`src/rtl/nand_opseq.sv`:
```
module nand_opseq #(
  parameter int AW = 8
) (
  input  logic          clk,
  input  logic          rst_n,
  input  logic          cfg_we,
  input  logic [2:0]    cfg_sel,
  input  logic [31:0]   cfg_wdata,
  input  logic          start,
  output logic          busy,
  output logic          done,
  output logic          timeout,
  output logic [31:0]   scratch_o,
  output logic [AW-1:0] buf_addr,
  output logic          buf_we,
  output logic [7:0]    buf_wdata,
  input  logic [7:0]    buf_rdata,
  output logic          nf_cle,
  output logic          nf_ale,
  output logic          nf_we_n,
  output logic          nf_re_n,
  output logic [7:0]    nf_dq_o,
  output logic          nf_dq_oe,
  input  logic [7:0]    nf_dq_i,
  input  logic          nf_rdy
);
  logic [31:0] prog, cmds, scratch, col_a, page_a, geom;
  logic [2:0]  slot;
  logic [1:0]  ptr, ci;
  logic [AW-1:0] baddr;
  logic [7:0]  idx, nbytes, dout;
  logic        ph, waited;
  logic [15:0] tmr;
  logic [3:0]  op;
  logic        is_wait, is_cmd, is_addr, is_wr, is_rd, act, use_ptr, use_buf, tmo_hit;

  assign op      = prog[{~slot, 2'b00} +: 4];
  assign is_wait = op[3] & op[2];
  assign is_cmd  = (op[3:2] == 2'b01) || op == 4'd12 || op == 4'd13;
  assign is_addr = op inside {4'd1, 4'd2, 4'd3};
  assign is_wr   = is_cmd || is_addr || op == 4'd8 || op == 4'd9;
  assign is_rd   = op inside {4'd10, 4'd11, 4'd14, 4'd15};
  assign use_ptr = op inside {4'd3, 4'd9, 4'd11, 4'd15};
  assign use_buf = op inside {4'd8, 4'd10, 4'd14};
  assign ci      = op[3] ? {1'b0, op[0]} : op[1:0];
  assign tmo_hit = ({1'b0, tmr} + 17'd1) >= {1'b0, geom[31:16]};

  always_comb begin
    case (op)
      4'd1:                 nbytes = geom[0] ? 8'd2 : 8'd1;
      4'd2:                 nbytes = {6'd0, geom[2:1]} + 8'd1;
      4'd8, 4'd10, 4'd14:   nbytes = geom[15:8];
      default:              nbytes = 8'd1;
    endcase
    case (op)
      4'd1:       dout = col_a[{idx[1:0], 3'b000} +: 8];
      4'd2:       dout = page_a[{idx[1:0], 3'b000} +: 8];
      4'd3, 4'd9: dout = scratch[{~ptr, 3'b000} +: 8];
      4'd8:       dout = buf_rdata;
      default:    dout = cmds[{~ci, 3'b000} +: 8];
    endcase
  end

  assign act       = busy && op != 4'd0 && (!is_wait || waited) && nbytes != 8'd0;
  assign nf_cle    = act && is_cmd;
  assign nf_ale    = act && is_addr;
  assign nf_we_n   = !(act && is_wr && !ph);
  assign nf_re_n   = !(act && is_rd && !ph);
  assign nf_dq_oe  = act && is_wr;
  assign nf_dq_o   = dout;
  assign buf_addr  = baddr;
  assign buf_we    = act && !ph && (op == 4'd10 || op == 4'd14);
  assign buf_wdata = nf_dq_i;
  assign scratch_o = scratch;

  logic unused_ok;
  assign unused_ok = ^geom[7:3];

  always_ff @(posedge clk or negedge rst_n) begin
    if (!rst_n) begin
      prog <= '0; cmds <= '0; scratch <= '0; col_a <= '0; page_a <= '0; geom <= '0;
      busy <= 1'b0; done <= 1'b0; timeout <= 1'b0;
      slot <= '0; ptr <= '0; baddr <= '0; idx <= '0; ph <= 1'b0; waited <= 1'b0; tmr <= '0;
    end else if (!busy) begin
      if (start) begin
        busy <= 1'b1; done <= 1'b0; timeout <= 1'b0;
        slot <= '0; ptr <= '0; baddr <= '0; idx <= '0; ph <= 1'b0; waited <= 1'b0; tmr <= '0;
      end else if (cfg_we) begin
        case (cfg_sel)
          3'd0: prog    <= cfg_wdata;
          3'd1: cmds    <= cfg_wdata;
          3'd2: scratch <= cfg_wdata;
          3'd3: col_a   <= cfg_wdata;
          3'd4: page_a  <= cfg_wdata;
          3'd5: geom    <= cfg_wdata;
          default: ;
        endcase
      end
    end else if (op == 4'd0) begin
      busy <= 1'b0; done <= 1'b1;
    end else if (is_wait && !waited) begin
      if (nf_rdy || tmo_hit) begin
        waited <= 1'b1;
        if (!nf_rdy) timeout <= 1'b1;
      end else begin
        tmr <= tmr + 16'd1;
      end
    end else begin
      if (!ph && nbytes != 8'd0) begin
        ph <= 1'b1;
        if (op == 4'd11 || op == 4'd15) scratch[{~ptr, 3'b000} +: 8] <= nf_dq_i;
      end else begin
        ph <= 1'b0;
        if (nbytes != 8'd0) begin
          if (use_ptr) ptr <= ptr + 2'd1;
          if (use_buf) baddr <= baddr + 1'b1;
        end
        if (nbytes == 8'd0 || idx == nbytes - 8'd1) begin
          idx <= '0; waited <= 1'b0; tmr <= '0; slot <= slot + 3'd1;
          if (slot == 3'd7) begin busy <= 1'b0; done <= 1'b1; end
        end else begin
          idx <= idx + 8'd1;
        end
      end
    end
  end
endmodule


```
`config.mk`:
```
export PLATFORM = sky130hd
export DESIGN_NAME = nand_opseq
export DESIGN_NICKNAME = d
export VERILOG_FILES = /design/src/rtl/nand_opseq.sv
export SDC_FILE = /design/constraint.sdc
export NUM_CORES = 1
export LEC_CHECK = 0
export BUFFER_PORTS_ARGS = -buffer_cell sky130_fd_sc_hd__buf_2
export CELL_PAD_IN_SITES_DETAIL_PLACEMENT = 0
export CELL_PAD_IN_SITES_GLOBAL_PLACEMENT = 1
export CORE_ASPECT_RATIO = 0.8
export CORE_MARGIN = 2
export CORE_UTILIZATION = 25
export CTS_BUF_LIST = sky130_fd_sc_hd__clkbuf_4 sky130_fd_sc_hd__clkbuf_8
export DETAILED_ROUTE_END_ITERATION = 8
export GPL_TIMING_DRIVEN = 0
export PLACE_DENSITY = 0.5
export SETUP_SLACK_MARGIN = 0.1
export SYNTH_ARGS = -nofsm -noshare
export SYNTH_HDL_FRONTEND = slang
export SYNTH_SLANG_ARGS = --single-unit
```
`constraint.sdc`:
```
create_clock -name clk -period 4.7 [get_ports clk]
set_clock_uncertainty 0.15 [all_clocks]
set_input_delay 0.94 -clock clk [delete_from_list [all_inputs] [get_ports clk]]
set_output_delay 0.94 -clock clk [all_outputs]
set_load 0.01 [all_outputs]
```
==> impl_metrics.yaml, run 1 <==
status:
  status: "complete, but fails checks"
  violations: "setup timing"
flow_run:
  drv_cap: 0
timing:
  hold_viol_final: 0
  fin_ws_ps: -295.4
  worst_slew_pin_slew_ps: 1397
  setup_viol: 13
  rsz0062_at_grt: "true"
  relSlewSlack_pct: 6.176
  fin_crit_sh_pct: 106.3
  maxSlewViolCount: 0
  period_needed_ps: 4995
  hold_ws_ps: 94.47
  max_freq_ghz: 0.2002
grt:
  grt_pass1_wl_um: 63960
  grt_max_degree: 101
  grt_usage_pct: 17.16
  grt_pass1_vias: 9366
  grt_overflow_total: 0
  antenna_found_initial: 6
finish:
  diodes: 0
  instances_no_fill: 1866
  final_net_count: 1287
  final_layout_size_suffix_gt1_share_pct: 45.27
  synthToLayoutAreaGrowth_pct: 30.04
  n_fill_cell: 4878
  stdcell_area_um2: 15720
power:
  power_mw: 10.26
  irDropWorstVdd_uv: 327.3
  powerDensity_nw_per_um2: 652.7
  p_leak_nw: 7.315
cts:
  tritoncts: "yes"
  clock-sinks: 229
  htreeDepth: 2
  clk_pin_slew_ps: 60
  clkLatencyLatePin_ps: 600
  cts_made_buffers: 44
  cts_root_buf: "clkbuf_8"
  cts_max_path_buffers: 3
synth:
  ys.flop_type: "dfrtp_1"
  syn_inst: 969
  synth_top_cell_by_area: "dfrtp_1"
  synthArstFlopShare_pct: 100.0
  yosysSeqAreaShare_pct: 47.41
  synth.cell_area_um2: 12090
  yosys-top-cells-area: "dfrtp_1, mux2_2, mux4_2"
  ys_ff_latch: 229
  yosysTopAreaCellShare_pct: 47.41
  ys_types: 69
  ys_warn_count: 0
  synth.net_count: 1052
  syn_area_per_cell_um2: 12.47
  synth_edf_count: 0
place:
  portBuffers: 120
  gp_congestion: 0.7991
  dpl.cell_count: 1721
  place_hpwl_um: 30570
  placed_area_um2: 13550
  place_ws_ps: -1032
worst_hold_path:
  hold_class: "primary input to asynchronous set/reset pin"
drt:
  wl_um: 43110
  vias: 9173
  dr.pass1.iters: 5
  drcViolationCount: 0
  drtIter0Drc: 555
  vias_per_cell: 4.916
  wl_per_cell_um: 23.10
  ant_nets: 0
critical_path:
  critPathKind: "flip-flop to output port"
  arrival_ps: 3910
  critPathLaunchType: "flip-flop"
  cp.required_ps: 3610
  cp_slowest_cell: "mux4_2"
  critical_path.max_fanout: 5
  slowest_delay_ps: 560
  endpoint_kind: "output port"
  cp_common_cell: "or3_4"
  critPathBufInv: 4
  worstPathCellList: "buf_8, buf_4, mux4_2, mux2_4, nand3_2, a21oi_4, or2_4, ha_4, o21ai_4, nor2_4, or3_4, or3_4, buf_12, buf_6"
  critPathTopFamily: "simple AND/OR/NAND/NOR gates"
floorplan:
  dieArea_um2: 50140
  fp-row-count: 72
  die_h_um: 200.7
  die_x_um: 249.8
  boundaryPins: 121
  initial_utilization_pct: 25.17
  core_area_um2: 48020
==> state kept, by name (all words and copies together) (netlist names), 8 cells and up <==
signal	count
tmr	16
col_a	32
prog	32
buf_addr	8
scratch_o	32
geom	27
page_a	32
cmds	32
idx	8
==> power breakdown <==
group          switching (mW)  internal [mW]
Sequential              0.459           2.65
Combinational            2.55           2.42
Clock                   0.937           1.25
==> final timing paths <==
check,to,slack [ps],start,cells after the start
max,nf_re_n,-300,slot[0]$_DFFE_PN0P_,14
min,idx[7]$_DFFE_PN0P_,90,rst_n,1
max reg2reg,tmr[12]$_DFFE_PN0P_,60,slot[0]$_DFFE_PN0P_,23
min reg2reg,col_a[31]$_DFFE_PN0P_,330,col_a[31]$_DFFE_PN0P_,2
max in group asynchronous,cmds[27]$_DFFE_PN0P_,3460,rst_n,2
min in group clk,col_a[31]$_DFFE_PN0P_,330,col_a[31]$_DFFE_PN0P_,2
==> cells in the mapped netlist, drive strengths merged, types with 5 or more instances <==
cell    instances
dfrtp         229
mux2          196
nand2          46
o21ai          36
a22o           34
mux4           32
nor2           32
inv            31
nand3          30
clkbuf         27
ha             27
buf            22
a21o           21
mux2i          21
a21oi          17
nor3           16
xor2           15
xnor2          14
and4           13
and3           12
nand4          11
nor2b          11
a221oi          8
o211ai          6
a211oi          5
==> area by class of cell <==
cell class / instances / area (um2) / area share (%)
Multi-Input combinational cell: 660 / 6477 / 41.21
Clock buffer: 71 / 883.3 / 5.620
Buffer: 49 / 272.8 / 1.735
Inverter: 32 / 120.1 / 0.7641
Sequential cell: 229 / 5732 / 36.46
Clock inverter: 8 / 92.59 / 0.5890
Timing Repair Buffer: 188 / 1354 / 8.613
Tap cell: 629 / 787.0 / 5.007
==> per-layer routing <==
| metal | track usage (%) | up-vias | routed length, um |
|---|---|---|---|
| li1 | - | 4119 | - |
| met1 | 25.27 | 4763 | 21140 |
| met2 | 26.19 | 233 | 19230 |
| met3 | 3.294 | 56 | 2084 |
| met4 | 3.335 | 2 | 641 |
| met5 | 0 | - | 13 |
==> cell families (layout without fill, tap and decap cells) <==
kind of cell / count (synthesis) / after routing / synth area share (%)
mux: 249 / 249 / 26.17
flops: 229 / 229 / 47.41
simple gates: 195 / 195 / 8.550
compound gates: 159 / 160 / 10.12
buf+inv: 81 / 348 / 2.857
xor+xnor: 29 / 29 / 2.101
fa+ha+maj: 27 / 27 / 2.795
==> cell usage in the layout, fill, tap and decap left out, types with 28 or more instances in the layout <==
| cell type | n |
|---|---|
| dfrtp_1 | 228 |
| mux2_2 | 166 |
| buf_2 | 118 |
| clkbuf_8 | 57 |
| buf_4 | 48 |
| nand2_1 | 44 |
| a22o_1 | 34 |
| mux4_2 | 32 |
| inv_1 | 31 |
| nor2_1 | 28 |
==> repair_timing <==
action	4_1_cts	5_1_grt
resized for setup	105	36
endpoints found under the setup margin	87	76
hold buffers	0	0
cloned	4	0
pin swaps	48	23
buffers inserted	67	16
==> through the flow <==
stage	setup TNS [ps]	utilization [%]
finish	-1564	32.74
global route	-4007	32.74
CTS	-2528	32.15
detailed placement	-48300	28.23
global placement	-494870	28.06
floorplan	0	-
Note: power is estimated with default switching activity, not from simulation.
==> run 2: changes to the inputs <==
--- a/config.mk
+++ b/config.mk
@@ -13,7 +13,6 @@
 export CORE_UTILIZATION = 25
 export CTS_BUF_LIST = sky130_fd_sc_hd__clkbuf_4 sky130_fd_sc_hd__clkbuf_8
 export DETAILED_ROUTE_END_ITERATION = 8
-export GPL_TIMING_DRIVEN = 0
 export PLACE_DENSITY = 0.5
 export SETUP_SLACK_MARGIN = 0.1
 export SYNTH_ARGS = -nofsm -noshare
==> run 2 against run 1 <==
Effect of this change: the flow still finishes with violations (setup timing); sequential power up 2%; fmax grew 4.0%; count of clock-buffer cells in the layout down 10; combinational power down 12%; global-route usage down 0.82 points; first-iteration DRC count shrank 9.5%; cell area fell by 4.3%; worst hold slack improved by 81 ps.
==> impl_metrics.yaml, run 2 (same netlist as run 1, synthesis figures left out) <==
finish:
  diodes: 0
  multi_input_area_um2: 6225
  final_net_count: 1252
  instances_no_fill: 1826
  mostFrequentLayoutCells: "dfrtp_1, mux2_2, buf_2"
  stdcell_area_um2: 15050
  regArea_um2: 5731
  n_fill_cell: 4873
  final_common_cell: "dfrtp_1"
  synthToLayoutAreaGrowth_pct: 24.49
  final_layout_size_suffix_gt1_share_pct: 44.03
critical_path:
  worstPathCellList: "buf_6, mux4_2, mux2_4, o211ai_1, nor2_1, or2_4, ha_4, o21ai_2, nor2_1, or3_4, or3_4, nor2_4, buf_6"
  slowest_delay_ps: 500
  cp_slowest_cell: "mux4_2"
  arrival_ps: 3710
  critPathKind: "flip-flop to output port"
  endpoint_kind: "output port"
  cp.required_ps: 3610
  critPathLaunchType: "flip-flop"
  critical_path.max_fanout: 3
power:
  power_mw: 9.473
  irDropWorstVdd_uv: 263.9
  powerDensity_nw_per_um2: 629.5
  p_leak_nw: 7.095
status:
  status: "complete, but fails checks"
  violations: "setup timing"
grt:
  grt_pass1_wl_um: 61290
  grt_pass1_vias: 9164
  grt_overflow_total: 0
  grt_max_degree: 105
  antenna_found_initial: 3
  grt_usage_pct: 16.34
cts:
  cts_root_buf: "clkbuf_8"
  clkLatencyLatePin_ps: 580
  cts_max_path_buffers: 3
  clk_pin_slew_ps: 60
  tritoncts: "yes"
  postCtsHoldBufs: 0
  htreeDepth: 2
  clock-sinks: 229
  cts_made_buffers: 40
drt:
  drtIter0Drc: 502
  met1Wirelength_um: 20470
  dr.pass1.iters: 5
  wl_per_cell_um: 22.40
  dr.max_layer_used: "met4"
  ant_nets: 0
  wl_met2_um: 17960
  wl_um: 40900
  met3_length_um: 1742
  vias_per_cell: 4.863
  vias: 8879
  drcViolationCount: 0
floorplan:
  core_area_um2: 48020
  fp-row-count: 72
  die_x_um: 249.8
  boundaryPins: 121
  die_h_um: 200.7
  initial_utilization_pct: 25.17
  dieArea_um2: 50140
timing:
  maxSlewViolCount: 0
  hold_ws_ps: 175.9
  setup_viol: 4
  worst_slew_pin_slew_ps: 1181
  relSlewSlack_pct: 20.63
  fin_ws_ps: -102.3
  hold_viol_final: 0
  max_freq_ghz: 0.2082
  fin_crit_sh_pct: 102.2
  rsz0062_at_grt: "true"
  period_needed_ps: 4802
place:
  gp_congestion: 0.7872
  placed_area_um2: 13630
  portBuffers: 120
  dpl.cell_count: 1713
  place_hpwl_um: 28540
worst_hold_path:
  hold_class: "primary input to asynchronous set/reset pin"
flow_run:
  drv_cap: 0
==> run 2: cell count changes in the layout (fill, tap and decap cells not counted), sizes merged <==
cell	before	now
o31ai	3	4
inv	32	34
clkbuf	97	61
bufinv	1	0
clkinvlp	2	0
a31oi	4	3
buf	211	206
clkinv	5	7
==> run 2: final cells by class <==
type                            instances  area share [%]
Sequential cell                       229           38.08
Timing Repair Buffer                  206           8.963
Clock buffer                           61           5.122
Tap cell                              629           5.230
Clock inverter                          9          0.4407
Multi-Input combinational cell        660           41.37
Inverter                               32          0.7982
==> run 2: what timing repair did <==
item                       in CTS  in global routing
buffers inserted               30                 16
hold endpoints to repair        0                  0
setup endpoints to repair      14                 73
cloned                          0                  1
pin swaps                      16                 20
resized for setup              45                 23
==> run 2: stage by stage <==
stage          util, %  worst slack, ps  TNS (ps)
2_1_floorplan        -            159.1         0
3_3_place_gp     28.40            77.69         0
3_5_place_dp     28.40            75.27         0
4_1_cts          30.94           -199.9     -1453
5_1_grt          31.34           -273.7     -2705
6_report         31.34           -102.3    -291.4
==> run 2: where the power goes <==
| part | switching, mW | internal [mW] |
|---|---|---|
| sequential | 0.505 | 2.64 |
| clock | 0.902 | 1.06 |
| combinational | 2.21 | 2.15 |
==> run 2: critical path: cells and delay by family (launching register included) <==
family,cells,cell delay (ps)
fa+ha+maj,1,160
flops,1,370
buf+inv,2,240
compound gates,2,310
mux,2,800
simple gates,6,1270
==> run 2: final timing paths <==
check	startpoint	cells past startpoint	endpoint	slack, ps
max	slot[0]$_DFFE_PN0P_	13	buf_we	-100
min reg2reg	cmds[31]$_DFFE_PN0P_	2	cmds[31]$_DFFE_PN0P_	340
max reg2reg	slot[0]$_DFFE_PN0P_	23	ptr[1]$_DFFE_PN0P_	180
min	rst_n	1	idx[7]$_DFFE_PN0P_	180
max in group asynchronous	rst_n	2	cmds[22]$_DFFE_PN0P_	3140
min in group clk	cmds[31]$_DFFE_PN0P_	2	cmds[31]$_DFFE_PN0P_	340
==> run 2: routing by layer <==
metal	global-route usage, %	vias up
li1	-	4060
met1	24.37	4571
met2	24.92	197
met3	2.477	51
met4	3.464	0
met5	0	-
